File: src/rtl/cla_pkg.sv
package cla_pkg;
    // Width of one lookahead group and number of groups in the word.
    localparam int CLA_GROUP_W  = 8;
    localparam int CLA_N_GROUPS = 4;
endpackage

File: src/rtl/cla_pg.sv
// Per-bit generate and propagate terms (propagate in XOR form, reused for the sum).
module cla_pg #(
    parameter int W = 8
) (
    input  logic [W-1:0] a_i,
    input  logic [W-1:0] b_i,
    output logic [W-1:0] gen_o,
    output logic [W-1:0] prop_o
);
    assign gen_o  = a_i & b_i;
    assign prop_o = a_i ^ b_i;
endmodule

File: src/rtl/cla_lookahead.sv
// Flattened lookahead unit: each carry is a single sum of products of
// generate/propagate terms; nothing ripples between positions.
module cla_lookahead #(
    parameter int W = 8
) (
    input  logic [W-1:0] gen_i,
    input  logic [W-1:0] prop_i,
    input  logic         cin,
    output logic [W-1:0] carry_o,
    output logic         blk_gen,
    output logic         blk_prop
);
    logic [W:0] gen_part;
    logic [W:0] prop_part;

    always_comb begin
        logic acc;
        logic term;
        logic allp;
        for (int k = 0; k <= W; k++) begin
            acc = 1'b0;
            for (int j = 0; j < k; j++) begin
                term = gen_i[j];
                for (int m = j + 1; m < k; m++) begin
                    term = term & prop_i[m];
                end
                acc = acc | term;
            end
            allp = 1'b1;
            for (int m = 0; m < k; m++) begin
                allp = allp & prop_i[m];
            end
            gen_part[k]  = acc;
            prop_part[k] = allp;
        end
    end

    for (genvar k = 0; k < W; k++) begin : g_carry
        assign carry_o[k] = gen_part[k] | (prop_part[k] & cin);
    end

    assign blk_gen  = gen_part[W];
    assign blk_prop = prop_part[W];
endmodule

File: src/rtl/cla_adder32.sv
module cla_adder32 #(
    parameter int GROUP_W  = cla_pkg::CLA_GROUP_W,
    parameter int N_GROUPS = cla_pkg::CLA_N_GROUPS
) (
    input  logic [GROUP_W*N_GROUPS-1:0] opd_a,
    input  logic [GROUP_W*N_GROUPS-1:0] opd_b,
    input  logic                        carry_in,
    output logic [GROUP_W*N_GROUPS-1:0] sum_out,
    output logic                        carry_out,
    output logic                        ovf_out,
    output logic [N_GROUPS-1:0]         grp_prop,
    output logic [N_GROUPS-1:0]         grp_gen,
    output logic                        word_prop,
    output logic                        word_gen
);
    localparam int DATA_W = GROUP_W * N_GROUPS;

    logic [DATA_W-1:0]   bit_gen;
    logic [DATA_W-1:0]   bit_prop;
    logic [DATA_W-1:0]   bit_carry;
    logic [N_GROUPS-1:0] grp_carry;

    // Second level: carries entering each group from group terms.
    cla_lookahead #(.W(N_GROUPS)) u_level2 (
        .gen_i    (grp_gen),
        .prop_i   (grp_prop),
        .cin      (carry_in),
        .carry_o  (grp_carry),
        .blk_gen  (word_gen),
        .blk_prop (word_prop)
    );

    for (genvar g = 0; g < N_GROUPS; g++) begin : g_grp
        cla_pg #(.W(GROUP_W)) u_pg (
            .a_i    (opd_a[g*GROUP_W +: GROUP_W]),
            .b_i    (opd_b[g*GROUP_W +: GROUP_W]),
            .gen_o  (bit_gen[g*GROUP_W +: GROUP_W]),
            .prop_o (bit_prop[g*GROUP_W +: GROUP_W])
        );

        cla_lookahead #(.W(GROUP_W)) u_level1 (
            .gen_i    (bit_gen[g*GROUP_W +: GROUP_W]),
            .prop_i   (bit_prop[g*GROUP_W +: GROUP_W]),
            .cin      (grp_carry[g]),
            .carry_o  (bit_carry[g*GROUP_W +: GROUP_W]),
            .blk_gen  (grp_gen[g]),
            .blk_prop (grp_prop[g])
        );
    end

    assign sum_out   = bit_prop ^ bit_carry;
    assign carry_out = word_gen | (word_prop & carry_in);
    assign ovf_out   = bit_carry[DATA_W-1] ^ carry_out;
endmodule

File: config.mk
export PLATFORM = sky130hd
export DESIGN_NAME = cla_adder32
export DESIGN_NICKNAME = d
export VERILOG_FILES = /design/src/rtl/cla_pkg.sv /design/src/rtl/cla_pg.sv /design/src/rtl/cla_lookahead.sv /design/src/rtl/cla_adder32.sv
export SDC_FILE = /design/constraint.sdc
export NUM_CORES = 1
export LEC_CHECK = 0
export BUFFER_PORTS_ARGS = -buffer_cell sky130_fd_sc_hd__buf_2
export CAP_MARGIN = 20
export CORE_UTILIZATION = 35
export DETAILED_ROUTE_END_ITERATION = 8
export GPL_TIMING_DRIVEN = 0
export PLACE_DENSITY = 0.67
export SYNTH_ARGS = -nofsm -noshare
export SYNTH_HDL_FRONTEND = slang
export SYNTH_SLANG_ARGS = --single-unit
File: constraint.sdc
create_clock -name vclk -period 3.2
set_clock_uncertainty 0.1 [all_clocks]
set_input_delay 0.16 -clock vclk [all_inputs]
set_output_delay 0.16 -clock vclk [all_outputs]
set_load 0.02 [all_outputs]
-- After elaboration in Yosys (flattened, before gate mapping)
Index checks and enable logic that the tools add are counted.
- bitwise gates (word level): 341
- operators with widths (kind ; number):
    1-bit bitwise AND ; 181
    1-bit OR ; 150
    8-bit bitwise AND ; 4
    32-bit bitwise XOR ; 1
    8-bit bitwise XOR ; 4
    1-bit bitwise XOR ; 1
- input bits: 65
- bits in registers: 0
- word-level logic and storage cells: 341
- output and inout port bits: 44

-- Longest topological paths before layout
Gate-level depths: netlist of run 1.
- depth in word-level cells: 23
- mapped depth: 10
- depth with buffers taken out: 10

-- Modules after synthesis
Synthesis of run 1 repeated with hierarchy kept, for this count alone.
- cell total of the unflattened synthesis: 168
- area, all modules: 1398.8 um^2
- by module, submodules not included (module ; cells each ; times used ; seq. area each (um^2) ; area each (um^2)):
    cla_lookahead at g_grp[0].u_level1 ... ; 23 ; 4 ; 0.0 ; 158.9
    cla_pg ; 8 ; 4 ; 0.0 ; 100.1
    cla_adder32 ; 34 ; 1 ; 0.0 ; 296.5
    cla_lookahead at u_level2 ; 10 ; 1 ; 0.0 ; 66.3

-- Worst setup path before layout of run 1
Ideal clock, no wire load.
- kind: input to output
- start: in opd_a[15]
- end: out sum_out[25]
- data required time: 2.940 ns
- stages: 9
- data arrival time: 2.466 ns
- path slack: 0.474 ns
- path buffers: 0
- cell sequence: ha_1 -> a21o_1 -> or4_4 -> o22ai_2 -> inv_2 -> o31ai_4 -> nand2_2 -> fa_1 -> xor2_1
- longest elaborated chain between the ends: 16
- elaborated cells on any way between the ends: 29
- those cells by class: 29 x bitwise
- RTL lines (item ; line ; text):
    start, declared ; cla_adder32.sv:5 ; input logic [GROUP_W*N_GROUPS-1:0] opd_a,
    8-bit bitwise XOR ; cla_pg.sv:11 ; assign prop_o = a_i ^ b_i;
    1-bit bitwise AND ; cla_lookahead.sv:25 ; term = term & prop_i[m];
    1-bit OR (6 in series) ; cla_lookahead.sv:27 ; acc = acc | term;
    1-bit OR (*) ; cla_lookahead.sv:27 ;
    named net g_grp[1].u_level1.blk_gen ; cla_lookahead.sv:10 ; output logic blk_gen,
    1-bit bitwise AND (*) ; cla_lookahead.sv:25 ;
    1-bit OR (*) (2 in series) ; cla_lookahead.sv:27 ;
    1-bit OR (*) ; cla_lookahead.sv:39 ; assign carry_o[k] = gen_part[k] | (prop_part[k] & cin);
    1-bit bitwise AND (*) ; cla_lookahead.sv:39 ;
    1-bit OR (*) ; cla_lookahead.sv:39 ;
    32-bit bitwise XOR (*) ; cla_adder32.sv:51 ; assign sum_out = bit_prop ^ bit_carry;
    end, declared ; cla_adder32.sv:8 ; output logic [GROUP_W*N_GROUPS-1:0] sum_out,
Mark *: on every way through the listed nets, which the timed path passes. The rest lies on a longest branch.

-- Worst setup path in the final report of run 1
Same ends and word-level chain as after synthesis.

==> reports/qor.yml, run 1 <==
timing:
  relSlewSlack_pct: 67.0
  hold_viol: 0
  fin_crit_ns: 2.90
  max_freq_ghz: 0.345
  rsz0062_at_grt: "no"
  setup_tns_ns: 0
  final.setup.worst_slack_ns: 0.305
  setup_viol: 0
  post-route-period-util_pct: 90.5
  drv_slew: 0
  tightest_slew_ns: 0.495
placed_design:
  gp_congestion: 0.806
  pre_cts_slack_ns: 0.285
  io_buffer_count: 109
  dpl.hpwl_um: 4120
synthesis:
  syn_area_mm2: 0.00182
  avgSynthCellArea_um2: 7.73
  synth_top_family_by_area: "compound AO/OA/AOI/OAI gates"
  yosysUniqueCellTypes: 60
  syn_inst: 235
  synth_fa_ha_area_share_pct: 26.5
  synth_compound_area_share_pct: 34.7
  synth_top_area_share_pct: 22.1
  muxShareOfSynthArea_pct: 1.17
  yosysTopAreaCell: "ha_1"
  syn_nets: 336
  ys_seq_area_share_pct: 0
  synth_xor_area_share_pct: 9.17
  synth_simple_gate_area_share_pct: 21.0
  ys_top_cells_by_area: "ha_1 22%, xnor2_1 6.8%, a21o_1 4.5%, fa_1 4.4%, a21oi_1 3.3%"
  yosysWarnings: 0
detailed_routing:
  postRouteAntennaNets: 0
  drt_iter0_markers: 65
  drc_errors: 0
  vias_per_cell: 5.09
  dr.pass1.iters: 4
  via_count: 2092
  routed_wl_um: 4690
  wl_per_cell_um: 11.4
clock_network:
  post_cts_resized: 0
  hold_buffers: 0
  postCtsSetupBuffers: 0
floorplanning:
  rows: 25
  io_pins: 109
  design.die.area_mm2: 0.00548
  die_w_um: 74.0
  coreArea_mm2: 0.00485
  initial_core_util_pct: 37.4
  die_h_um: 74.0
worst_setup_path:
  max_stage_delay_ns: 0.41
  worstSetupStartpoint: "opd_a[15]"
  crit_path_start_kind: "input port"
  cp_max_fo: 5
  cp_num_buf_inv: 3
  path_common_cell: "buf_2"
  cp.arrival_ns: 2.64
  crit_slowest_cell: "or4_4"
  cp-end-kind: "primary output"
  cp_top_family: "adder cells"
  crit_cells: 11
  crit_chain: "buf_2 -> ha_1 -> a21o_1 -> or4_4 -> o22ai_2 -> inv_2 -> o31ai_4 -> nand2_2 -> fa_1 -> xor2_1 -> buf_2"
  worstPathRequired_ns: 2.94
  setup.worst_path.class: "input port to primary output"
  worstSetupEndpoint: "sum_out[25]"
power_and_ir_drop:
  p_comb_share_pct: 100.0
  p_int_mw: 0.256
  pwr_density_cell_mw_per_mm2: 254
  seq_power_share_pct: 0
  vdd_drop_max_v: 0.000143
  p_sw_share_pct: 58.8
  static-leakage-power_nw: 1.29
  switchingPower_mw: 0.366
  clockPowerShare_pct: 0
run:
  cap_violations: 0
final_layout:
  n_clock_buffer: 0
  seq_area_um2: 0
  drive_above_1_share_pct: 38.7
  fin_nets: 447
  antenna_cells: 0
  areaGrowthSynthToFinish_pct: 34.7
  seq_cells: 0
global_routing:
  grt_pass1_wl_um: 7570
  grt_pass1_vias: 1810
  grt_max_degree: 11
  grt.overflow.total: 0
  grt_use_total_pct: 16.5
  antenna_found_initial: 0
outcome:
  outcome: "completed"
hold_path:
  hold_path.class: "input port to primary output"
[routing by layer]
layer / GRT usage (%) / part of all wire [%] / wire, um
met1: 21.8 / 45 / 2120
met2: 30.7 / 49 / 2310
met3: 1.49 / 5.4 / 254
met4: 0 / 0 / 0
met5: 0 / 0 / 0
[per-stage QoR]
| step | cells | utilization (%) | hold slack (ns) | area, um^2 | power, mW |
|---|---|---|---|---|---|
| detailed placement | 411 | 50.4 | 0.623 | 2440 | 0.624 |
| global placement | 411 | 50.4 | 0.620 | 2440 | 0.619 |
| floorplan | 235 | - | 0.476 | 1820 | 0.445 |
| finish | 411 | 50.4 | 0.618 | 2440 | 0.622 |
| CTS | 411 | 50.4 | 0.623 | 2440 | 0.627 |
| global route | 411 | 50.4 | 0.645 | 2440 | 0.685 |
[synthesized netlist by cell type, drive strengths merged (6+ instances only)]
library cell  count
a21o             12
buf               9
nand2            11
a31oi             6
o21ai            14
xnor2            14
a21oi            12
nor2             13
nor3              6
inv              17
ha               32
[worst min-delay path, stage by stage]
cell and delay [ns]:
buf_2 0.10, fa_1 0.14, buf_2 0.15
[cell usage in the layout, fill, tap and decap left out, types with 8 or more instances in the layout]
cell,instances
ha_1,32
xnor2_1,14
nor2_1,13
a21o_1,11
nand2_1,10
inv_1,16
o21ai_0,12
buf_4,8
a21oi_1,12
buf_2,110
[how the worst min path moves through the flow]
stage / start / to / slack, ns / cells after the start
2_1_floorplan: opd_b[16] / sum_out[16] / 0.48 / 1
3_3_place_gp: opd_b[24] / sum_out[24] / 0.62 / 3
3_5_place_dp: opd_b[24] / sum_out[24] / 0.62 / 3
4_1_cts: opd_b[24] / sum_out[24] / 0.62 / 3
5_1_grt: opd_b[16] / sum_out[16] / 0.64 / 3
6_report: opd_b[24] / sum_out[24] / 0.62 / 3
[power by group through the flow]
| stage | logic [mW] | clock network (mW) | registers (mW) |
|---|---|---|---|
| 6_report | 0.622 | 0 | 0 |
| 4_1_cts | 0.627 | 0 | 0 |
| 3_5_place_dp | 0.624 | 0 | 0 |
| 3_3_place_gp | 0.619 | 0 | 0 |
| 2_1_floorplan | 0.445 | 0 | 0 |
| 5_1_grt | 0.685 | 0 | 0 |
[logic make-up (layout without fill, tap and decap cells)]
group	Yosys count	after routing
compound gates	82	82
simple gates	68	68
fa+ha+maj	36	36
buf+inv	28	137
xor+xnor	19	19
mux	2	2
[area by class of cell]
class,count,area [um^2]
Timing Repair Buffer,109,546
Buffer,11,72.6
Inverter,17,63.8
Fill cell,506,2400
Tap cell,67,83.8
Multi-Input combinational cell,207,1680
No activity file was read; power rests on OpenSTA's default activity.
==> run 2, diff against run 1 <==
--- a/config.mk
+++ b/config.mk
@@ -7,10 +7,9 @@
 export LEC_CHECK = 0
 export BUFFER_PORTS_ARGS = -buffer_cell sky130_fd_sc_hd__buf_2
 export CAP_MARGIN = 20
-export CORE_UTILIZATION = 35
+export CORE_UTILIZATION = 25
 export DETAILED_ROUTE_END_ITERATION = 8
 export GPL_TIMING_DRIVEN = 0
-export PLACE_DENSITY = 0.67
 export SYNTH_ARGS = -nofsm -noshare
 export SYNTH_HDL_FRONTEND = slang
 export SYNTH_SLANG_ARGS = --single-unit
==> run 2 against run 1 <==
Net effect: combinational power rose by 1%; die area up 39%; worst hold slack better by 0.0020 ns; utilization down 15 points; global-route usage is 3.6 points lower; first-iteration DRC count fell by 7.7%; count of clock-buffer cells in the layout did not move; maximum frequency fell by 1.4%; total power increased by 1.1%; highest routed layer unchanged.
==> reports/qor.yml, run 2 (synthesis gave the netlist of run 1 again) <==
outcome:
  outcome: "completed"
floorplanning:
  coreArea_mm2: 0.00691
  initial_core_util_pct: 26.3
  rows: 30
  die_h_um: 87.2
  io_pins: 109
  design.die.area_mm2: 0.00761
  die_w_um: 87.2
power_and_ir_drop:
  static-leakage-power_nw: 1.29
  p_int_mw: 0.257
  pwr_density_cell_mw_per_mm2: 254
  clockPowerShare_pct: 0
  switchingPower_mw: 0.373
  vdd_drop_max_v: 0.000114
  p_sw_share_pct: 59.2
  seq_power_share_pct: 0
  p_comb_share_pct: 100.0
global_routing:
  grt_use_total_pct: 12.9
  antenna_found_initial: 0
  grt_pass1_vias: 1967
  grt_pass1_wl_um: 8370
  grt_max_degree: 11
  grt.overflow.total: 0
detailed_routing:
  postRouteAntennaNets: 0
  routed_wl_um: 5030
  drt_iter0_markers: 60
  wl_per_cell_um: 11.4
  via_count: 2159
  drc_errors: 0
  dr.pass1.iters: 4
  vias_per_cell: 4.91
worst_setup_path:
  worstPathRequired_ns: 2.94
  cp_max_fo: 5
  cp-end-kind: "primary output"
  crit_path_start_kind: "input port"
  cp.arrival_ns: 2.68
  setup.worst_path.class: "input port to primary output"
timing:
  setup_tns_ns: 0
  drv_slew: 0
  post-route-period-util_pct: 91.7
  hold_slack_ns: 0.620
  rsz0062_at_grt: "no"
  relSlewSlack_pct: 64.4
  setup_viol: 0
  tightest_slew_ns: 0.535
  fin_crit_ns: 2.94
  hold_viol: 0
  max_freq_ghz: 0.341
clock_network:
  hold_buffers: 0
  postCtsSetupBuffers: 0
  post_cts_resized: 0
final_layout:
  final_cells: 440
  seq_cells: 0
  stdcell_area_mm2: 0.00248
  seq_area_um2: 0
  fin_nets: 447
  mostFrequentLayoutCell: "buf_2"
  multi_input_area_mm2: 0.00168
  n_clock_buffer: 0
  final_cell_mix: "110 x buf_2, 32 x ha_1, 16 x inv_1, 14 x xnor2_1, 13 x nor2_1"
  n_fill_cell: 759
  drive_above_1_share_pct: 38.7
  areaGrowthSynthToFinish_pct: 36.7
  antenna_cells: 0
hold_path:
  hold_path.class: "input port to primary output"
placed_design:
  dpl.hpwl_um: 4490
  dp.cells: 440
  placed_area_mm2: 0.00248
  gp_congestion: 0.726
  io_buffer_count: 109
run:
  cap_violations: 0
==> run 2: cell counts in the layout (fill, tap and decap cells not counted) <==
No cell type changed its count.
==> run 2: worst paths after layout <==
path	startpoint	depth (start not counted)	slack (ns)	to
max	opd_a[15]	11	0.26	sum_out[25]
min	opd_b[16]	3	0.62	sum_out[16]
==> run 2: per-layer routing <==
layer	vias to the layer above	part of all wire (%)	global-route usage, %
li1	1124	-	-
met1	976	45	16.6
met2	59	50	24.5
met3	0	5.0	1.04
met4	0	0	0.149
met5	-	0	0
==> run 2: critical path: stages <==
cell and delay [ns]:
buf_2 0.10, ha_1 0.34, a21o_1 0.22, or4_4 0.42, o22ai_2 0.19, inv_2 0.09, o31ai_4 0.28, nand2_2 0.14
fa_1 0.40, xor2_1 0.16, buf_2 0.16
==> run 2: cell type report <==
class,count,area share [%]
repair buffers,109,22.0
well taps,96,4.84
plain buffers,11,2.92
multi-input cells,207,67.7
inverters,17,2.57
==> run 2: metrics by stage <==
stage                     utilization, %  total power, mW  worst slack, ns
final                               35.9            0.629            0.264
after global placement              35.9            0.627            0.252
after detailed placement            35.9            0.633            0.242
after CTS                           35.9            0.636            0.231
after global routing                35.9            0.696            0.135
after floorplan                        -            0.445            0.474
==> run 2: power by group through the flow <==
stage / clock network [mW] / registers, mW / logic (mW)
after floorplan: 0 / 0 / 0.445
after global placement: 0 / 0 / 0.627
after detailed placement: 0 / 0 / 0.633
after CTS: 0 / 0 / 0.636
after global routing: 0 / 0 / 0.696
final: 0 / 0 / 0.629
